### config.mk
export PLATFORM = sky130hd
export DESIGN_NAME = mmu_fault_status
export DESIGN_NICKNAME = d
export VERILOG_FILES = /design/src/rtl/mmu_fault_pkg.sv /design/src/rtl/fault_rec_pack.sv /design/src/rtl/fault_stat_reg.sv /design/src/rtl/mmu_fault_status.sv
export SDC_FILE = /design/constraint.sdc
export NUM_CORES = 1
export LEC_CHECK = 0
export ABC_AREA = 0
export BUFFER_PORTS_ARGS = -buffer_cell sky130_fd_sc_hd__clkbuf_2
export CAP_MARGIN = 10
export CORE_MARGIN = 4
export CORE_UTILIZATION = 54
export CTS_CLUSTER_SIZE = 28
export DETAILED_ROUTE_END_ITERATION = 10
export GPL_TIMING_DRIVEN = 1
export PLACE_DENSITY_LB_ADDON = 0.2
export REMOVE_ABC_BUFFERS = 1
export SLEW_MARGIN = 20
export SYNTH_ARGS = -nofsm -noshare
export SYNTH_HDL_FRONTEND = slang
export SYNTH_SLANG_ARGS = --single-unit
### constraint.sdc
create_clock -name clk -period 1.5 [get_ports clk]
set_input_delay 0.075 -clock clk [delete_from_list [all_inputs] [get_ports clk]]
set_output_delay 0.075 -clock clk [all_outputs]
set_load 0.05 [all_outputs]
### src/rtl/mmu_fault_pkg.sv
// Shared layout and encodings for the MMU fault status recorder.
// Assumes the fault type field fits below the identifier field.
package mmu_fault_pkg;
    localparam int VALID_BIT  = 0;
    localparam int OVR_BIT    = 1;
    localparam int WRITE_BIT  = 2;
    localparam int CTX_LSB    = 4;
    localparam int CTX_W      = 2;
    localparam int SIDEFX_BIT = 6;
    localparam int FTYPE_LSB  = 7;
    localparam int ASI_LSB    = 16;

    typedef enum logic [CTX_W-1:0] {
        CTX_PRIMARY   = 2'd0,
        CTX_SECONDARY = 2'd1,
        CTX_NUCLEUS   = 2'd2
    } ctx_kind_e;

    localparam logic [5:0] FT_OTHER      = 6'd0;
    localparam logic [5:0] FT_PRIV_VIOL  = 6'd1;
    localparam logic [5:0] FT_NOFAULT_LD = 6'd2;
    localparam logic [5:0] FT_BAD_ASI    = 6'd3;
    localparam logic [5:0] FT_VA_RANGE   = 6'd5;

    localparam int SEL_ISTAT = 0;
    localparam int SEL_DSTAT = 1;
    localparam int SEL_DADDR = 2;
endpackage

### src/rtl/fault_rec_pack.sv
// Packs the fault detail fields into a status word layout. Bits 1:0
// (valid and overwrite) are left at zero for the register to fill.
// Assumes FTYPE_LSB + FT_W <= ASI_LSB and ASI_LSB + ASI_W <= DATA_W.
module fault_rec_pack
    import mmu_fault_pkg::*;
#(
    parameter int DATA_W = 64,
    parameter int FT_W   = 6,
    parameter int ASI_W  = 8
) (
    input  logic              is_write,
    input  logic [CTX_W-1:0]  ctx,
    input  logic              sidefx,
    input  logic [FT_W-1:0]   ftype,
    input  logic [ASI_W-1:0]  asi,
    output logic [DATA_W-1:0] rec
);
    // Place each field at its fixed position; all other bits stay zero.
    always_comb begin
        rec = '0;
        rec[WRITE_BIT]                 = is_write;
        rec[CTX_LSB +: CTX_W]          = ctx;
        rec[SIDEFX_BIT]                = sidefx;
        rec[FTYPE_LSB +: FT_W]         = ftype;
        rec[ASI_LSB +: ASI_W]          = asi;
    end
endmodule

### src/rtl/fault_stat_reg.sv
// One fault status word. A fault stores the packed record with the
// valid bit set and with the overwrite bit set if the word was already
// valid. A software write loads its data unless a fault lands in the
// same cycle, in which case the fault wins.
module fault_stat_reg #(
    parameter int DATA_W = 64
) (
    input  logic              clk,
    input  logic              rst_n,
    input  logic              fault_hit,
    input  logic [DATA_W-1:0] rec,
    input  logic              sw_hit,
    input  logic [DATA_W-1:0] sw_wdata,
    output logic [DATA_W-1:0] stat
);
    logic [DATA_W-1:0] flt_word;

    // Combine the record with the valid flag and the overwrite flag.
    always_comb begin
        flt_word    = rec;
        flt_word[0] = 1'b1;
        flt_word[1] = stat[0];
    end

    // Update the word: reset, then fault, then software write.
    always_ff @(posedge clk) begin
        if (!rst_n)          stat <= '0;
        else if (fault_hit)  stat <= flt_word;
        else if (sw_hit)     stat <= sw_wdata;
    end

    AST_VALID_AFTER_FAULT: assert property (@(posedge clk) disable iff (!rst_n)
        fault_hit |=> stat[0]);
    AST_FRESH_NO_OVR: assert property (@(posedge clk) disable iff (!rst_n)
        fault_hit && !stat[0] |=> !stat[1]);
    AST_OVERWRITE_SET: assert property (@(posedge clk) disable iff (!rst_n)
        fault_hit && stat[0] |=> stat[1]);
    AST_FAULT_WINS: assert property (@(posedge clk) disable iff (!rst_n)
        fault_hit && sw_hit |=> stat[0]);
    AST_SW_LOAD: assert property (@(posedge clk) disable iff (!rst_n)
        sw_hit && !fault_hit |=> stat == $past(sw_wdata));
    AST_IDLE_HOLD: assert property (@(posedge clk) disable iff (!rst_n)
        !fault_hit && !sw_hit |=> $stable(stat));
endmodule

### src/rtl/mmu_fault_status.sv
// Fault status recorder for both sides of an MMU, plus the data-side
// fault address register. Assumes flt_req is a one-cycle strobe per
// fault and VA_W <= DATA_W. Software reads are combinational.
module mmu_fault_status
    import mmu_fault_pkg::*;
#(
    parameter int DATA_W = 64,
    parameter int VA_W   = 48,
    parameter int FT_W   = 6,
    parameter int ASI_W  = 8
) (
    input  logic              clk,
    input  logic              rst_n,
    input  logic              flt_req,
    input  logic              flt_dside,
    input  logic              flt_write,
    input  logic [1:0]        flt_ctx,
    input  logic              flt_sidefx,
    input  logic [FT_W-1:0]   flt_type,
    input  logic [ASI_W-1:0]  flt_asi,
    input  logic [VA_W-1:0]   flt_addr,
    input  logic [1:0]        sw_sel,
    input  logic              sw_wr,
    input  logic [DATA_W-1:0] sw_wdata,
    output logic [DATA_W-1:0] sw_rdata
);
    localparam int NSIDE = 2;

    logic [DATA_W-1:0] rec;
    logic [DATA_W-1:0] stat [NSIDE];
    logic [DATA_W-1:0] daddr;
    logic              far_flt;
    logic              far_sw;

    fault_rec_pack #(.DATA_W(DATA_W), .FT_W(FT_W), .ASI_W(ASI_W)) u_pack (
        .is_write (flt_write),
        .ctx      (flt_ctx),
        .sidefx   (flt_sidefx),
        .ftype    (flt_type),
        .asi      (flt_asi),
        .rec      (rec)
    );

    for (genvar s = 0; s < NSIDE; s++) begin : g_side
        logic f_hit;
        logic w_hit;
        // Route the fault strobe and software write to this side.
        always_comb begin
            f_hit = flt_req && (flt_dside == s[0]);
            w_hit = sw_wr && (sw_sel == 2'(s));
        end
        fault_stat_reg #(.DATA_W(DATA_W)) u_stat (
            .clk      (clk),
            .rst_n    (rst_n),
            .fault_hit(f_hit),
            .rec      (rec),
            .sw_hit   (w_hit),
            .sw_wdata (sw_wdata),
            .stat     (stat[s])
        );
    end

    // Decode which event updates the fault address register.
    always_comb begin
        far_flt = flt_req && flt_dside;
        far_sw  = sw_wr && (sw_sel == 2'(SEL_DADDR));
    end

    // Fault address register: data-side fault first, then software write.
    always_ff @(posedge clk) begin
        if (!rst_n)        daddr <= '0;
        else if (far_flt)  daddr <= DATA_W'(flt_addr);
        else if (far_sw)   daddr <= sw_wdata;
    end

    // Software read multiplexer; the unused select reads zero.
    always_comb begin
        case (sw_sel)
            2'(SEL_ISTAT): sw_rdata = stat[0];
            2'(SEL_DSTAT): sw_rdata = stat[1];
            2'(SEL_DADDR): sw_rdata = daddr;
            default:       sw_rdata = '0;
        endcase
    end

    AST_FAR_CAPTURE: assert property (@(posedge clk) disable iff (!rst_n)
        flt_req && flt_dside |=> daddr == DATA_W'($past(flt_addr)));
    AST_FAR_HOLD: assert property (@(posedge clk) disable iff (!rst_n)
        !(flt_req && flt_dside) && !(sw_wr && sw_sel == 2'd2) |=> $stable(daddr));
    AST_ISIDE_ISOLATED: assert property (@(posedge clk) disable iff (!rst_n)
        flt_req && flt_dside && !(sw_wr && sw_sel == 2'd0) |=> $stable(stat[0]));
    AST_SEL3_INERT: assert property (@(posedge clk) disable iff (!rst_n)
        sw_wr && sw_sel == 2'd3 && !flt_req |=> $stable(stat[1]) && $stable(daddr));
endmodule

==> results.md, run 1 <==
- Multiplexer share of the synthesized area: 7.398%
- Drt wl/cell: 16.81 um
- Area contributors post-synth: dfxtp_1, nand2_1, o21ai_0, mux2i_1, a31oi_1
- Tightest Pin Transition: 0.4910 ns
- Top-area cell type share of the netlist area: 44.39%
- Simple-Gate Fraction of Synth Area: 20.31%
- First-pass GRT wire length: 44490 um
- Clk root buf: clkbuf_16
- Row cnt: 46
- CP required: 1.42 ns
- Compound-Gate Fraction of Synth Area: 21.04%
- Final Setup Violations: 0
- CTS sink cnt: 192
- Pre-antenna DRT Iters: 5
- DRT Wirelength: 28170 um
- CP Capture Type: output port
- Setup Fix Bufs, Post-CTS: 0
- Die Ht: 134.6 um
- Post-Syn Instances: 1160
- Clk_skew: 0.0004410 ns
- Worst path arrival time: 1.39 ns
- DP Wirelength: 16240 um
- Post-synthesis adder-cell area fraction: 0%
- Min cycle time layout: 1.461 ns
- Ports: 201
- Grt ovf: 0
- XOR/XNOR Fraction of Synth Area: 0%
- RD Place Congestion: 0.7869
- Cell variety after synth: 18
- Static Leak: 4.792 nW
- Highest Clock Rate: 0.6843 GHz
- Final Worst Setup Slack: 0.03867 ns
- Critical path peak fanout: 2
- Core Util, Final: 75.90%
- Finished Cell Area: 0.01197 mm2
- Most frequent cell after synthesis: nand2_1
- CTS tree: yes
- DRC: 0
- Layout net count: 1583
- Synth async-reset ratio: 0%
- Ys Warns: 0
- Vias per cell: 5.626
- Initial DRC Count: 793
- Min Hold Slack: 0.008568 ns
- Largest family of logic cells by synthesized area: compound AO/OA/AOI/OAI gates
- Gr usage total: 30.06%
- Core area: 0.01577 mm2
- Synth Cell Area: 0.008660 mm2
- Reg2Reg Launch Point: g_side[1].u_stat.stat[17]
- PD cells: 1010 mW/mm2
- Layout cells sized above 1: 18.71%
- Worst vdd ir: 822.6 uV
- H-tree depth: 4
- Vias in the first global route: 9003
- Post-synth EDFFs: 0
- Placed Cells: 1509
- Mean Syn Cell Area: 7.465 um2
- Vias: 9429
- Placed inst area: 0.01001 mm2
- Pre-CTS setup slack: 0.1367 ns
- CTS buffer count: 17
- Status: completed
- Post-synthesis sequential area ratio: 44.39%
- Final Hold Viols: 0
- Area growth from synthesis to layout: 38.22%
- I/O Buffers: 200
- Buffer depth of the longest clock path: 2
- Final max-slew violation count: 0
- Clk_lat worst skew: 0.43 ns
- Fin cells: 1676
- Die W: 134.6 um
- Worst-path clk slew: 0.07 ns
- Crit start category: flip-flop
- #FFs+latches synth: 192
- Final critical-path share of the clock period: 97.42%
- Die area: 0.01813 mm2
- Crit path from: g_side[1].u_stat.stat[33]
- Max-cap violations: 0
- Yosys top cell by area: dfxtp_1
- Min-delay src: flt_addr[3]
- Initial antenna violation count: 0
- Crit path kind: reg2out
- Slew headroom: 67.27%
- Initial Util: 54.91%
- Dominant synthesized flop cell: dfxtp_1
- Hold crit path type: in2reg
- Pin count of the biggest net entering global routing: 86
- Most frequent cells after synthesis: nand2_1, dfxtp_1, o21ai_0
- Routed Antenna Nets: 0
## final cells by class
class                   instances  area, um2
diodes                          1      2.502
inverters                       1      3.754
repair buffers                369       3012
clock buffers                  19      432.9
multi-input cells             865       4250
fillers                      1219       3801
well taps                     216      270.3
clock inverters                13      153.9
flip-flops and latches        192       3844
## sequential cells by signal, indices dropped and copies added (netlist names)
signal and cells:
daddr 64, g_side.u_stat.stat 128
## per-layer routing
| metal | vias to the layer above | wire (um) | global-route usage (%) |
|---|---|---|---|
| met5 | - | 0 | 0 |
| met4 | 0 | 762 | 11.71 |
| met3 | 71 | 2222 | 5.999 |
| met2 | 436 | 13600 | 51.11 |
| met1 | 4434 | 11590 | 37.65 |
| li1 | 4488 | - | - |
## worst max-delay path: stages (launching register included)
cell and delay, ns:
dfxtp_1 0.33, mux2i_1 0.07, o21ai_0 0.36, buf_12 0.20
## timing repair
item                                    CTS  global route
resized for setup                         4            31
endpoints found under the setup margin    3            29
endpoints found under the hold margin   192             1
hold buffers                            133             1
## stage by stage
step,TNS [ns],total power [mW]
after CTS,0,12.06
after global placement,0,7.257
after floorplan,-331.52,6.457
after detailed placement,0,7.287
after global routing,-0.01647,12.49
final,0,12.09
## path summary, 6_finish.rpt
| check | to | slack, ns | depth (start not counted) |
|---|---|---|---|
| setup / recovery | sw_rdata[33] | 0.04 | 3 |
| hold / removal | daddr[3] | 0.009 | 3 |
| setup reg to reg | g_side[1].u_stat.stat[17] | 0.30 | 3 |
| hold reg to reg | g_side[0].u_stat.stat[34] | 0.45 | 2 |
## cell families (layout without fill, tap and decap cells)
kind of cell / count (synthesis) / count (layout)
compound gates: 342 / 342
buf+inv: 103 / 402
flops: 192 / 192
mux: 64 / 64
other cells: 0 / 1
simple gates: 459 / 459
## placed cells by master (no fill, tap or decap), drive strengths merged
cell         count
a21oi          104
a31oi           88
and3b            2
buf             55
bufinv           2
clkbuf         199
clkinv           3
clkinvlp         4
dfxtp          192
diode            1
dlygate4sd3    134
inv              5
mux2i           64
nand2          451
nand2b           1
nand3b           2
nor2b            1
nor3b            1
o21ai          150
or3b             1
## power by group
part / leakage [nW] / total (mW) / internal [mW] / switching, mW
logic: 2.95 / 2.06 / 0.850 / 1.21
clock network: 0.273 / 4.56 / 2.49 / 2.07
registers: 1.57 / 5.46 / 5.34 / 0.125
No activity file was read; power rests on OpenSTA's default activity.
==> run 2, diff against run 1 <==
--- a/config.mk
+++ b/config.mk
@@ -8,8 +8,10 @@
 export ABC_AREA = 0
 export BUFFER_PORTS_ARGS = -buffer_cell sky130_fd_sc_hd__clkbuf_2
 export CAP_MARGIN = 10
+export CELL_PAD_IN_SITES_DETAIL_PLACEMENT = 0
+export CELL_PAD_IN_SITES_GLOBAL_PLACEMENT = 2
 export CORE_MARGIN = 4
-export CORE_UTILIZATION = 54
+export CORE_UTILIZATION = 30
 export CTS_CLUSTER_SIZE = 28
 export DETAILED_ROUTE_END_ITERATION = 10
 export GPL_TIMING_DRIVEN = 1
==> run 2 against run 1 <==
Effect of this change: register-to-register slack better by 0.02 ns; combinational power increased by 4%; total power rose by 1.2%; worst hold slack better by 0.015 ns; fmax hardly changed; clock power is 2% higher; design area increased by 3.2%; first-iteration DRC count decreased by 30%; cell count is 10% higher; flip-flop and latch count did not move; via count fell by 4.3%; non-clock buffer count is 13 higher; largest cell class unchanged; highest routed layer is now met5.
==> results.md, run 2 (synthesis gave the netlist of run 1 again) <==
- Layout cells sized above 1: 19.29% (+0.58 points)
- Gr usage total: 19.96% (-10 points)
- DRT Wirelength: 31590 um (+12%)
- Clk_lat worst skew: 0.43 ns (about the same)
- Min cycle time layout: 1.461 ns (-0.00009190 ns)
- Worst-path clk slew: 0.08 ns (about the same)
- Most frequent cells in the layout: nand2_1, dfxtp_1, clkbuf_2, o21ai_0, dlygate4sd3_1
- Vias: 9022 (-4.3%)
- Static Leak: 4.884 nW (+1.9%)
- Total chip power: 12.24 mW (+1.2%)
- Crit start category: flip-flop
- Row cnt: 61 (+33%)
- CTS buffer count: 17 (unchanged)
- Buffer depth of the longest clock path: 2 (unchanged)
- Final critical-path share of the clock period: 97.42% (about the same)
- RSZ-0062 raised after global routing: no
- Commonest non-fill, non-tap cell in the layout: nand2_1
- Placed inst area: 0.01028 mm2 (+2.7%)
- Worst path arrival time: 1.39 ns (about the same)
- CTS tree: yes
- Routed Antenna Nets: 0 (unchanged)
- CP Capture Type: output port
- Largest Register: g_side.u_stat.stat
- Grt ovf: 0 (unchanged)
- Worst vdd ir: 738.1 uV (-10%)
- Pin count of the biggest net entering global routing: 68 (-21%)
- Clk root buf: clkbuf_16
- Finished Cell Area: 0.01235 mm2 (+3.2%)
- Seq. cell area: 0.003844 mm2 (unchanged)
- RD Place Congestion: 0.7925 (+0.71%)
- Layout net count: 1596 (+0.82%)
- Multi-input combinational cell area: 0.004257 mm2 (+0.15%)
- Initial DRC Count: 556 (-30%)
- Max-cap violations: 0 (unchanged)
- Final Hold Viols: 0 (unchanged)
- First-pass GRT wire length: 50070 um (+13%)
- DRC: 0 (unchanged)
- Core area: 0.02816 mm2 (+79%)
- Vias in the first global route: 8927 (-0.84%)
- I/O Buffers: 200 (unchanged)
- Final max-slew violation count: 0 (unchanged)
- Initial Util: 30.75% (-24 points)
- Post-Route Setup TNS: 0 ns (unchanged)
- Critical path peak fanout: 2 (unchanged)
- Highest Clock Rate: 0.6843 GHz (about the same)
- Fin cells: 1851 (+10%)
- Biggest registers after layout: g_side.u_stat.stat x128, daddr x64
- DP Wirelength: 19870 um (+22%)
- Drt wl/cell: 17.07 um (+1.6%)
- Initial antenna violation count: 3 (+3)
- Vias per cell: 4.874 (-13%)
- Die area: 0.03165 mm2 (+75%)
- H-tree depth: 4 (unchanged)
- Area growth from synthesis to layout: 42.62%
- PD cells: 990.7 mW/mm2 (-1.9%)
- CTS sink cnt: 192 (unchanged)
- Filler cells: 2930 (+140%)
- Slew headroom: 76.41% (+9.1 points)
- Die W: 177.9 um (+32%)
- CP required: 1.42 ns (about the same)
- Clk_skew: 0.004661 ns (+0.004220 ns)
- Final Setup Violations: 0 (unchanged)
- Crit path kind: reg2out
- Status: completed
- Ports: 201 (unchanged)
- Tightest Pin Transition: 0.3501 ns (-0.1409 ns)
- Die Ht: 177.9 um (+32%)
- Max FFs per register: 128 (unchanged)
- Hold crit path type: in2reg
- Placed Cells: 1678 (+11%)
- Pre-antenna DRT Iters: 6 (+1)
## run 2: cell types whose count changed in the layout (fill, tap and decap cells not counted), sizes merged
cell	change
inv	+1
buf	+27
clkinvlp	-3
bufinv	-1
clkinv	+3
dlygate4sd3	+4
clkbuf	-18
## run 2: repair_timing
item,in CTS,in global routing
gates cloned,0,1
endpoints found under the setup margin,7,46
buffers inserted,0,1
resized for setup,8,66
endpoints found under the hold margin,192,0
hold buffers,138,0
## run 2: worst paths after layout
check | end | startpoint | cells past startpoint | slack, ns
worst min-delay path | daddr[11] | flt_addr[11] | 3 | 0.02
worst max register to register | g_side[1].u_stat.stat[11] | g_side[1].u_stat.stat[11] | 3 | 0.32
worst min register to register | g_side[0].u_stat.stat[31] | g_side[0].u_stat.stat[31] | 2 | 0.45
worst max-delay path | sw_rdata[1] | g_side[1].u_stat.stat[1] | 3 | 0.04
## run 2: stage by stage
| stage | hold slack [ns] | worst slack (ns) | utilization [%] |
|---|---|---|---|
| 2_1_floorplan | 0.2064 | -2.236 | - |
| 3_3_place_gp | 0.3341 | 0.1375 | 36.50 |
| 3_5_place_dp | 0.3377 | 0.1011 | 36.50 |
| 4_1_cts | 0.005439 | 0.001732 | 43.56 |
| 5_1_grt | 0.04441 | 0.0007695 | 43.85 |
| 6_report | 0.02351 | 0.03876 | 43.85 |
## run 2: routing by layer
layer | GRT usage, % | up-vias | wire length, um
met5 | 0 | - | 21
met4 | 3.352 | 4 | 196
met3 | 3.771 | 16 | 1628
met2 | 32.94 | 221 | 14450
met1 | 27.61 | 4268 | 15300
li1 | - | 4513 | -
## run 2: area by class of cell
type / count / share of cell area (%)
Multi-Input combinational cell: 865 / 34.46
Antenna cell: 1 / 0.02026
Timing Repair Buffer: 382 / 25.75
Sequential cell: 192 / 31.12
Clock inverter: 13 / 1.195
Inverter: 1 / 0.03039
Tap cell: 378 / 3.829
Clock buffer: 19 / 3.586
## run 2: power breakdown
group	internal [mW]	leakage (nW)	switching (mW)
registers	5.34	1.57	0.120
logic	0.897	3.03	1.24
clock network	2.41	0.288	2.23
total	8.65	4.88	3.59
## run 2: worst max-delay path, stage by stage (launching register included)
cell and delay [ns]:
dfxtp_1 0.34, mux2i_1 0.08, o21ai_0 0.24, clkbuf_4 0.29
